File: config.mk
export PLATFORM = sky130hd
export DESIGN_NAME = pchunk_serdes
export DESIGN_NICKNAME = d
export VERILOG_FILES = /design/src/rtl/pchunk_pkg.sv /design/src/rtl/pchunk_timer.sv /design/src/rtl/pchunk_par_acc.sv /design/src/rtl/pchunk_serdes.sv
export SDC_FILE = /design/constraint.sdc
export NUM_CORES = 1
export LEC_CHECK = 0
export ABC_CLOCK_PERIOD_IN_PS = 2600
export BUFFER_PORTS_ARGS = -buffer_cell sky130_fd_sc_hd__buf_2
export CAP_MARGIN = 20
export CORE_MARGIN = 4
export CORE_UTILIZATION = 40
export CTS_CLUSTER_SIZE = 14
export DETAILED_ROUTE_END_ITERATION = 10
export SETUP_SLACK_MARGIN = 0.2
export SLEW_MARGIN = 20
export SYNTH_ARGS = -nofsm -noshare
export SYNTH_HDL_FRONTEND = slang
export SYNTH_SLANG_ARGS = --single-unit
export TNS_END_PERCENT = 30
File: constraint.sdc
create_clock -name clk -period 2.6 [get_ports clk]
set_input_delay 0.52 -clock clk [delete_from_list [all_inputs] [get_ports clk]]
set_output_delay 0.52 -clock clk [all_outputs]
set_load 0.01 [all_outputs]
File: src/rtl/pchunk_pkg.sv
package pchunk_pkg;

    typedef enum logic [2:0] {
        ST_IDLE   = 3'd0,
        ST_TX_BIT = 3'd1,
        ST_TX_PAR = 3'd2,
        ST_RX_ADJ = 3'd3,
        ST_RX_H1  = 3'd4,
        ST_RX_H2  = 3'd5
    } pchunk_state_e;

endpackage

File: src/rtl/pchunk_timer.sv
// Loadable down-counter; expire is high while the count sits at zero.
module pchunk_timer #(
    parameter int CW = 4
) (
    input  logic          clk,
    input  logic          rst_n,
    input  logic          load,
    input  logic [CW-1:0] load_val,
    output logic          expire
);

    logic [CW-1:0] cnt_d, cnt_q;

    always_comb begin
        cnt_d = cnt_q;
        if (load) begin
            cnt_d = load_val;
        end else if (cnt_q != '0) begin
            cnt_d = cnt_q - 1'b1;
        end
    end

    always_ff @(posedge clk or negedge rst_n) begin
        if (!rst_n) cnt_q <= '0;
        else        cnt_q <= cnt_d;
    end

    assign expire = (cnt_q == '0);

endmodule

File: src/rtl/pchunk_par_acc.sv
// Running parity: seeded with the mode, toggled by every 1 bit.
module pchunk_par_acc (
    input  logic clk,
    input  logic rst_n,
    input  logic init,
    input  logic init_val,
    input  logic tog,
    input  logic tog_bit,
    output logic acc
);

    logic acc_d, acc_q;

    always_comb begin
        acc_d = acc_q;
        if (init)     acc_d = init_val;
        else if (tog) acc_d = acc_q ^ tog_bit;
    end

    always_ff @(posedge clk or negedge rst_n) begin
        if (!rst_n) acc_q <= 1'b0;
        else        acc_q <= acc_d;
    end

    assign acc = acc_q;

endmodule

File: src/rtl/pchunk_serdes.sv
module pchunk_serdes
    import pchunk_pkg::*;
#(
    parameter int DATA_W    = 8,
    parameter int BIT_CYC   = 300,
    parameter int START_ADJ = 40,
    parameter int WIDTH_ADJ = 4,
    localparam int WW       = $clog2(DATA_W + 1)
) (
    input  logic              clk,
    input  logic              rst_n,
    input  logic              start,
    input  logic              dir_rx,
    input  logic [WW-1:0]     width,
    input  logic [DATA_W-1:0] tx_data,
    input  logic              odd_par,
    input  logic              line_in,
    output logic              line_oe,
    output logic              line_out,
    output logic [DATA_W-1:0] rx_data,
    output logic              done,
    output logic              par_err
);

    localparam int H1    = BIT_CYC / 2;
    localparam int H2    = BIT_CYC - H1;
    localparam int L_BIT = BIT_CYC - 1;
    localparam int L_ADJ = START_ADJ - 1;
    localparam int L_H1  = H1 - 1;
    localparam int L_H2  = H2 + WIDTH_ADJ - 1;
    localparam int L_M1  = (L_BIT > L_ADJ) ? L_BIT : L_ADJ;
    localparam int L_MAX = (L_M1 > L_H2) ? L_M1 : L_H2;
    localparam int CW    = (L_MAX < 1) ? 1 : $clog2(L_MAX + 1);

    typedef struct packed {
        pchunk_state_e     state;
        logic [WW-1:0]     bits;
        logic [DATA_W-1:0] sh;
        logic [DATA_W-1:0] rxd;
        logic              err;
        logic              done;
    } ctl_t;

    ctl_t          d, q;
    logic          t_load, t_exp;
    logic [CW-1:0] t_val;
    logic          p_init, p_tog, p_bit, p_acc;
    logic [WW-1:0] w_eff;
    logic          tx_act, cur_bit;

    pchunk_timer #(.CW(CW)) timer_i (
        .clk(clk), .rst_n(rst_n), .load(t_load), .load_val(t_val), .expire(t_exp)
    );

    pchunk_par_acc par_i (
        .clk(clk), .rst_n(rst_n), .init(p_init), .init_val(odd_par),
        .tog(p_tog), .tog_bit(p_bit), .acc(p_acc)
    );

    assign w_eff = (width == '0 || width > WW'(DATA_W)) ? WW'(DATA_W) : width;

    always_comb begin
        d      = q;
        d.done = 1'b0;
        t_load = 1'b0;
        t_val  = '0;
        p_init = 1'b0;
        p_tog  = 1'b0;
        p_bit  = 1'b0;
        case (q.state)
            ST_IDLE: begin
                if (start) begin
                    p_init = 1'b1;
                    t_load = 1'b1;
                    d.bits = w_eff;
                    if (dir_rx) begin
                        d.state = ST_RX_ADJ;
                        t_val   = CW'(L_ADJ);
                        d.sh    = '0;
                    end else begin
                        d.state = ST_TX_BIT;
                        t_val   = CW'(L_BIT);
                        d.sh    = tx_data << (DATA_W - int'(w_eff));
                    end
                end
            end
            ST_TX_BIT: begin
                if (t_exp) begin
                    p_tog  = 1'b1;
                    p_bit  = q.sh[DATA_W-1];
                    d.sh   = q.sh << 1;
                    d.bits = q.bits - 1'b1;
                    t_load = 1'b1;
                    t_val  = CW'(L_BIT);
                    if (q.bits == WW'(1)) d.state = ST_TX_PAR;
                end
            end
            ST_TX_PAR: begin
                if (t_exp) begin
                    d.state = ST_IDLE;
                    d.done  = 1'b1;
                end
            end
            ST_RX_ADJ: begin
                if (t_exp) begin
                    d.state = ST_RX_H1;
                    t_load  = 1'b1;
                    t_val   = CW'(L_H1);
                end
            end
            ST_RX_H1: begin
                if (t_exp) begin
                    if (q.bits != '0) begin
                        p_tog   = 1'b1;
                        p_bit   = line_in;
                        d.sh    = {q.sh[DATA_W-2:0], line_in};
                        d.bits  = q.bits - 1'b1;
                        d.state = ST_RX_H2;
                        t_load  = 1'b1;
                        t_val   = CW'(L_H2);
                    end else begin
                        d.state = ST_IDLE;
                        d.done  = 1'b1;
                        d.rxd   = q.sh;
                        d.err   = p_acc ^ line_in;
                    end
                end
            end
            ST_RX_H2: begin
                if (t_exp) begin
                    d.state = ST_RX_H1;
                    t_load  = 1'b1;
                    t_val   = CW'(L_H1);
                end
            end
            default: d.state = ST_IDLE;
        endcase
    end

    always_ff @(posedge clk or negedge rst_n) begin
        if (!rst_n) q <= '0;
        else        q <= d;
    end

    assign tx_act   = (q.state == ST_TX_BIT) || (q.state == ST_TX_PAR);
    assign cur_bit  = (q.state == ST_TX_BIT) ? q.sh[DATA_W-1] : p_acc;
    assign line_oe  = tx_act & ~cur_bit;
    assign line_out = ~tx_act | cur_bit;
    assign rx_data  = q.rxd;
    assign done     = q.done;
    assign par_err  = q.err;

    // an idle block leaves the line released
    a_r1_idle_released: assert property (@(posedge clk) disable iff (!rst_n)
        (q.state == ST_IDLE) |-> (!line_oe && line_out));

    // a data bit holds until the bit timer expires
    a_r2_bit_hold: assert property (@(posedge clk) disable iff (!rst_n)
        (q.state == ST_TX_BIT && !t_exp) |=> $stable(line_oe));

    // done lasts a single cycle
    a_r5_done_single: assert property (@(posedge clk) disable iff (!rst_n)
        done |=> !done);

    // nothing is driven while receiving
    a_r9_rx_no_drive: assert property (@(posedge clk) disable iff (!rst_n)
        (q.state == ST_RX_ADJ || q.state == ST_RX_H1 || q.state == ST_RX_H2) |-> !line_oe);

    // results only move in the done cycle
    a_r9_result_hold: assert property (@(posedge clk) disable iff (!rst_n)
        !done |-> ($stable(rx_data) && $stable(par_err)));

endmodule

==> results of run 1 <==
-- layout by cell type, fill, tap and decap left out, drive strengths merged, types with 6 or more instances in the layout --
cell type,count
buf,41
dfrtp,35
nand2,22
nor2,22
a21oi,18
inv,12
o21ai,12
nor3,11
nand3,6
clkbuf,6
nand2b,6
mux2,6
-- synthesized netlist by cell type, types with 4 or more instances --
cell type / n / area (sq um)
buf_2: 4 / 20.02
clkbuf_1: 8 / 30.03
o21ai_1: 5 / 25.02
dfrtp_1: 35 / 875.8
nand4_1: 5 / 31.28
nand2b_1: 6 / 37.54
nand2_1: 22 / 82.58
nand3_1: 6 / 30.03
o211ai_1: 5 / 37.54
a211oi_1: 4 / 30.03
o221ai_1: 5 / 43.79
ha_1: 5 / 62.56
inv_1: 11 / 41.29
a21oi_1: 18 / 90.09
nor3_1: 11 / 55.05
xnor2_1: 4 / 35.03
a22oi_1: 4 / 30.03
o21ai_0: 7 / 35.03
mux2i_1: 4 / 40.04
buf_4: 8 / 60.06
o21a_1: 4 / 30.03
nor2_1: 22 / 82.58
a31oi_1: 4 / 25.02
-- layer usage --
layer  share of wire  vias to the layer above  GRT usage
li1                -                     1027          -
met3           0.046                       11    0.02453
met1            0.46                      965     0.1971
met2            0.48                       55     0.2605
met4           0.016                        0    0.04604
met5               0                        -          0
-- through the flow --
step	hold slack [ns]	cell area, sq um	power [W]
after floorplan	0.2244	2387	0.0007900
after global placement	0.4666	2591	0.0008622
after detailed placement	0.4709	2591	0.0008648
after CTS	0.3556	2679	0.001273
after global routing	0.3949	2693	0.001328
final	0.3169	2693	0.001259
-- power groups by stage --
| stage | clock (W) | sequential (W) | combinational (W) |
|---|---|---|---|
| after floorplan | 0 | 0.000646 | 0.000144 |
| after global placement | 0 | 0.000657 | 0.000205 |
| after detailed placement | 0 | 0.000657 | 0.000207 |
| after CTS | 0.000419 | 0.000647 | 0.000207 |
| after global routing | 0.000440 | 0.000655 | 0.000233 |
| final | 0.000406 | 0.000646 | 0.000206 |
-- worst paths after layout --
check / endpoint / slack, ns / depth (start not counted)
max in group asynchronous: q[22]$_DFFE_PN0P_ / 1.75 / 1
min in group clk: par_i.acc$_DFFE_PN0P_ / 0.43 / 3
setup / recovery: timer_i.cnt_q[8]$_DFFE_PN0P_ / 0.29 / 7
hold / removal: rx_data[2]$_DFFE_PN0P_ / 0.32 / 1
setup reg to reg: timer_i.cnt_q[8]$_DFFE_PN0P_ / 0.29 / 7
hold reg to reg: par_err$_DFFE_PN0P_ / 0.48 / 2
-- final cells by class --
cell class              instances  area share
clock buffers                   6     0.03067
clock inverters                 1    0.001859
inverters                      13     0.01905
multi-input cells             196      0.5005
flip-flops and latches         35      0.3257
well taps                      72     0.03346
repair buffers                 41     0.08875
-- cell families after synthesis --
| logic type | synth area share |
|---|---|
| multiplexers | 0.05848 |
| AND/OR/NAND/NOR | 0.2222 |
| XOR/XNOR | 0.02605 |
| buffers and inverters | 0.07230 |
| AO/OA/AOI/OAI | 0.2222 |
| adder cells (fa/ha/maj) | 0.02658 |
| flip-flops | 0.3721 |
-- state kept, by name (all words and copies together) (netlist names) --
register,flops
q,15
timer_i.cnt_q,9
rx_data,8
done,1
par_err,1
par_i.acc,1
==> impl_metrics.csv, run 1 <==
group,metric,value,unit
status,status,"finished, final reports clean",
floorplanning,rows,27,
route,wl,5416,um
clock_tree,path_clk_slew,0.08,ns
power_and_ir_drop,p_per_area,467.5,nW/um^2
synth,seq_area_frac_synth,0.3721,
synth,synth_edf_count,0,
layout,drive_gt1_frac,0.2226,
route,avgViaCountPerCell,5.654,
global_routing,grt_max_degree,36,
timing,setup_slack,0.2856,ns
route,first_pass_iters,4,
synth,synth_ff_type,"dfrtp_1",
setup_path,start_kind,"flop",
clock_tree,clockBufferDepth,2,
setup_path,cpMaxStageDelayCell,"or4_1",
placement,dp_hpwl,4143,um
clock_tree,clkSinkCount,35,
timing,timing_hold_violations_final,0,
setup_path,crit_type,"flop to flop",
setup_path,critPathRequiredTime,2.77,ns
placement,dpl_worst_slack,0.08920,ns
synth,syn_avg_cell_area,8.881,sq um
synth,synth.ff_latch_count,35,
placement,port_buffers,29,
setup_path,path_cells,"inv_1, ha_1, or4b_1, or4_1, mux2_2, a32oi_1, nand2_1",
setup_path,crit_arrival,2.48,ns
power_and_ir_drop,max-vdd-ir-drop,0.0002123,V
synth,synthCells,265,
power_and_ir_drop,power_switching,0.0003618,W
setup_path,r2r-start,"timer_i.cnt_q[0]$_DFFE_PN0P_",
global_routing,grt_pass1_wl,9080,um
layout,area_growth,14.41,%
route,final_antenna_net_count,0,
synth,synth_area,2354,sq um
clock_tree,cts_root_buf,"clkbuf_8",
timing,fmax,432.1,MHz
global_routing,grt_pass1_vias,1964,
power_and_ir_drop,swShare,0.2874,
timing,grt_setup_unrepaired,"yes",
clock_tree,clk_latency,0.28,ns
timing,worstMarginPinSlew,0.7817,ns
synth,ys_types,57,
worst_hold_path,hold_class,"primary input to async pin",
floorplanning,initial_utilization,0.4197,
setup_path,crit_family,"simple AND/OR/NAND/NOR gates",
floorplanning,die_w,84.71,um
setup_path,crit_buf_inv,1,
global_routing,grt_util_all_layers,0.1524,
clock_tree,numCtsBuffers,5,
floorplanning,die-area,7175,sq um
clock_tree,postCtsSetupBuffers,0,
power_and_ir_drop,pwr-share-clk,0.323,
setup_path,critical_path.max_stage_delay,0.49,ns
timing,min_period,2.314,ns
synth,yosys_warnings,0,
route,drtIter0Drc,169,
timing,period_share,0.8902,
setup_path,cp-end-kind,"flop",
layout,nets,315,
layout,final_cells,364,
global_routing,grt-ovfl-total,0,
clock_tree,post_cts_resized,0,
route,drc,0,
floorplanning,io_pins,30,
power_and_ir_drop,comb_power_share,0.164,
layout,fill_cells,542,
route,vias,2058,
timing,setup_tns,0,ns
floorplanning,core_area,5608,sq um
power_and_ir_drop,cellLeakagePower,1.168,nW
timing,max_slew_margin,0.4788,
layout,multiInputGateArea,1348,sq um
layout,regArea,877.1,sq um
clock_tree,cts_hold_buf,0,
power_and_ir_drop,internal_power,0.0008969,W
layout,fin_util,0.4801,
timing,fin_skew,0.008910,ns
route,drt-wirelength-per-cell,14.88,um
job,maxCapViolCount,0,
setup_path,critical_path.startpoint,"timer_i.cnt_q[0]$_DFFE_PN0P_",
timing,setup_violations,0,
synth,synth_fp_nets,288,
clock_tree,htreeDepth,2,
setup_path,cp_max_fo,4,
global_routing,antenna_found_initial,0,
floorplanning,die_h,84.71,um
clock_tree,cts_tree,"done",
synth,async_flop_share,1.000,
timing,maxSlewViolCount,0,
power_and_ir_drop,p_seq_frac,0.514,
layout,diodes,0,
placement,gp_congestion,0.8687,
placement,dp_cells,357,
Note: power is estimated with default switching activity, not from simulation.
==> run 2: changes to the inputs <==
--- a/config.mk
+++ b/config.mk
@@ -9,9 +9,11 @@
 export BUFFER_PORTS_ARGS = -buffer_cell sky130_fd_sc_hd__buf_2
 export CAP_MARGIN = 20
 export CORE_MARGIN = 4
-export CORE_UTILIZATION = 40
+export CORE_UTILIZATION = 54
 export CTS_CLUSTER_SIZE = 14
 export DETAILED_ROUTE_END_ITERATION = 10
+export GPL_ROUTABILITY_DRIVEN = 0
+export PLACE_DENSITY = 0.75
 export SETUP_SLACK_MARGIN = 0.2
 export SLEW_MARGIN = 20
 export SYNTH_ARGS = -nofsm -noshare
==> impl_metrics.csv, run 2 (synthesized netlist as in run 1, its figures left out) <==
group,metric,value,unit
layout,final_common_cell,"dfrtp_1",
setup_path,cp_max_fo,15,
power_and_ir_drop,cellLeakagePower,1.177,nW
timing,fmax,426.5,MHz
power_and_ir_drop,p_per_area,500.6,nW/um^2
layout,drive_gt1_frac,0.2329,
setup_path,cpMaxStageDelayCell,"dfrtp_1",
clock_tree,clk_latency,0.28,ns
worst_hold_path,hold_class,"primary input to async pin",
power_and_ir_drop,comb_power_share,0.153,
timing,period_share,0.9019,
layout,largest_reg_flops,15,
route,wl,5090,um
global_routing,grt-ovfl-total,0,
layout,most-common-layout-cells,"35 x dfrtp_1, 29 x buf_2, 22 x nor2_1",
setup_path,critPathRequiredTime,2.08,ns
clock_tree,path_clk_slew,0.07,ns
floorplanning,io_pins,30,
route,first_pass_iters,4,
layout,diodes,0,
power_and_ir_drop,max-vdd-ir-drop,0.0002455,V
timing,maxSlewViolCount,0,
timing,setup_violations,0,
floorplanning,initial_utilization,0.5719,
route,drt-wirelength-per-cell,14.88,um
timing,grt_setup_unrepaired,"yes",
power_and_ir_drop,swShare,0.2606,
floorplanning,die-area,5478,sq um
timing,setup_tns,0,ns
status,status,"finished, final reports clean",
timing,fin_hold_ws,0.3043,ns
clock_tree,clockBufferDepth,2,
placement,dp_hpwl,3789,um
floorplanning,die_w,74.02,um
timing,min_period,2.345,ns
route,final_antenna_net_count,0,
layout,nets,314,
clock_tree,clkSinkCount,35,
timing,worstMarginPinSlew,0.7627,ns
setup_path,crit_buf_inv,3,
job,maxCapViolCount,0,
global_routing,grt_pass1_vias,1978,
global_routing,grt_util_all_layers,0.2062,
timing,fin_skew,0.004355,ns
setup_path,start_kind,"flop",
power_and_ir_drop,power_switching,0.0003523,W
clock_tree,numCtsBuffers,5,
setup_path,cp-end-kind,"output port",
placement,dp_cells,334,
placement,port_buffers,29,
route,drtIter0Drc,156,
global_routing,antenna_found_initial,0,
floorplanning,rows,23,
route,avgViaCountPerCell,5.944,
clock_tree,cts_tree,"done",
layout,fill_cells,341,
clock_tree,htreeDepth,2,
global_routing,grt_max_degree,36,
setup_path,path_common_cell,"inv_1",
power_and_ir_drop,p_seq_frac,0.478,
timing,timing_hold_violations_final,0,
layout,final_cells,342,
floorplanning,core_area,4115,sq um
setup_path,critical_path.max_stage_delay,0.64,ns
global_routing,grt_pass1_wl,8907,um
timing,max_slew_margin,0.4915,
layout,area_growth,14.78,%
setup_path,crit_arrival,1.82,ns
power_and_ir_drop,internal_power,0.0009999,W
power_and_ir_drop,pwr-share-clk,0.369,
route,drc,0,
setup_path,crit_family,"flip-flops",
route,vias,2033,
setup_path,crit_type,"flop to output port",
clock_tree,cts_root_buf,"clkbuf_8",
layout,regMostFlops,"q",
setup_path,path_cells,"inv_1, nor3_1, a21oi_1, or2_2, inv_1, buf_2",
power_and_ir_drop,p_total,0.001352,W
floorplanning,die_h,74.02,um
layout,fin_util,0.6564,
-- run 2: cell types whose count changed in the layout (fill, tap and decap cells not counted), sizes merged --
cell	change
buf	-1
bufinv	+1
-- run 2: worst paths after layout --
path	start	to	slack, ns	cells after the start
min reg2reg	par_err$_DFFE_PN0P_	par_err$_DFFE_PN0P_	0.48	2
min in group clk	odd_par	par_i.acc$_DFFE_PN0P_	0.44	3
max in group asynchronous	rst_n	q[18]$_DFFE_PN0P_	1.81	1
max	q[22]$_DFFE_PN0P_	line_oe	0.26	6
max reg2reg	q[18]$_DFFE_PN0P_	timer_i.cnt_q[3]$_DFFE_PN0P_	0.34	8
min	rst_n	rx_data[1]$_DFFE_PN0P_	0.30	1
-- run 2: cell type report --
class | count | area [sq um] | area share
Timing Repair Buffer | 40 | 231.5 | 0.08569
Clock buffer | 6 | 82.58 | 0.03057
Inverter | 13 | 51.30 | 0.01899
Multi-Input combinational cell | 196 | 1363 | 0.5044
Tap cell | 50 | 62.56 | 0.02316
Clock inverter | 2 | 35.03 | 0.01297
Sequential cell | 35 | 875.8 | 0.3242
-- run 2: repair_timing --
| item | 4_1_cts | 5_1_grt |
|---|---|---|
| gates resized for setup | 0 | 6 |
| hold buffers | 0 | 0 |
| endpoints found under the setup margin | 0 | 21 |
| buffers inserted | 0 | 0 |
-- run 2: per-stage QoR --
stage          instance area, sq um  worst slack, ns
2_1_floorplan                  2387           0.2048
3_3_place_gp                   2556           0.1099
3_5_place_dp                   2556          0.08604
4_1_cts                        2674           0.2542
5_1_grt                        2701          0.09632
6_report                       2701           0.2551
-- run 2: power by group through the flow --
stage / registers [W] / logic [W] / clock network (W)
6_report: 0.000646 / 0.000206 / 0.000499
5_1_grt: 0.000653 / 0.000231 / 0.000534
4_1_cts: 0.000646 / 0.000205 / 0.000509
3_5_place_dp: 0.000656 / 0.000204 / 0
3_3_place_gp: 0.000655 / 0.000201 / 0
2_1_floorplan: 0.000646 / 0.000144 / 0
-- run 2: layer usage --
| layer | global-route usage | vias to the layer above | wire (um) |
|---|---|---|---|
| met5 | 0 | - | 0 |
| met4 | 0.05634 | 0 | 39 |
| met3 | 0.04730 | 4 | 320 |
| met2 | 0.3159 | 63 | 2214 |
| met1 | 0.2944 | 944 | 2516 |
| li1 | - | 1022 | - |
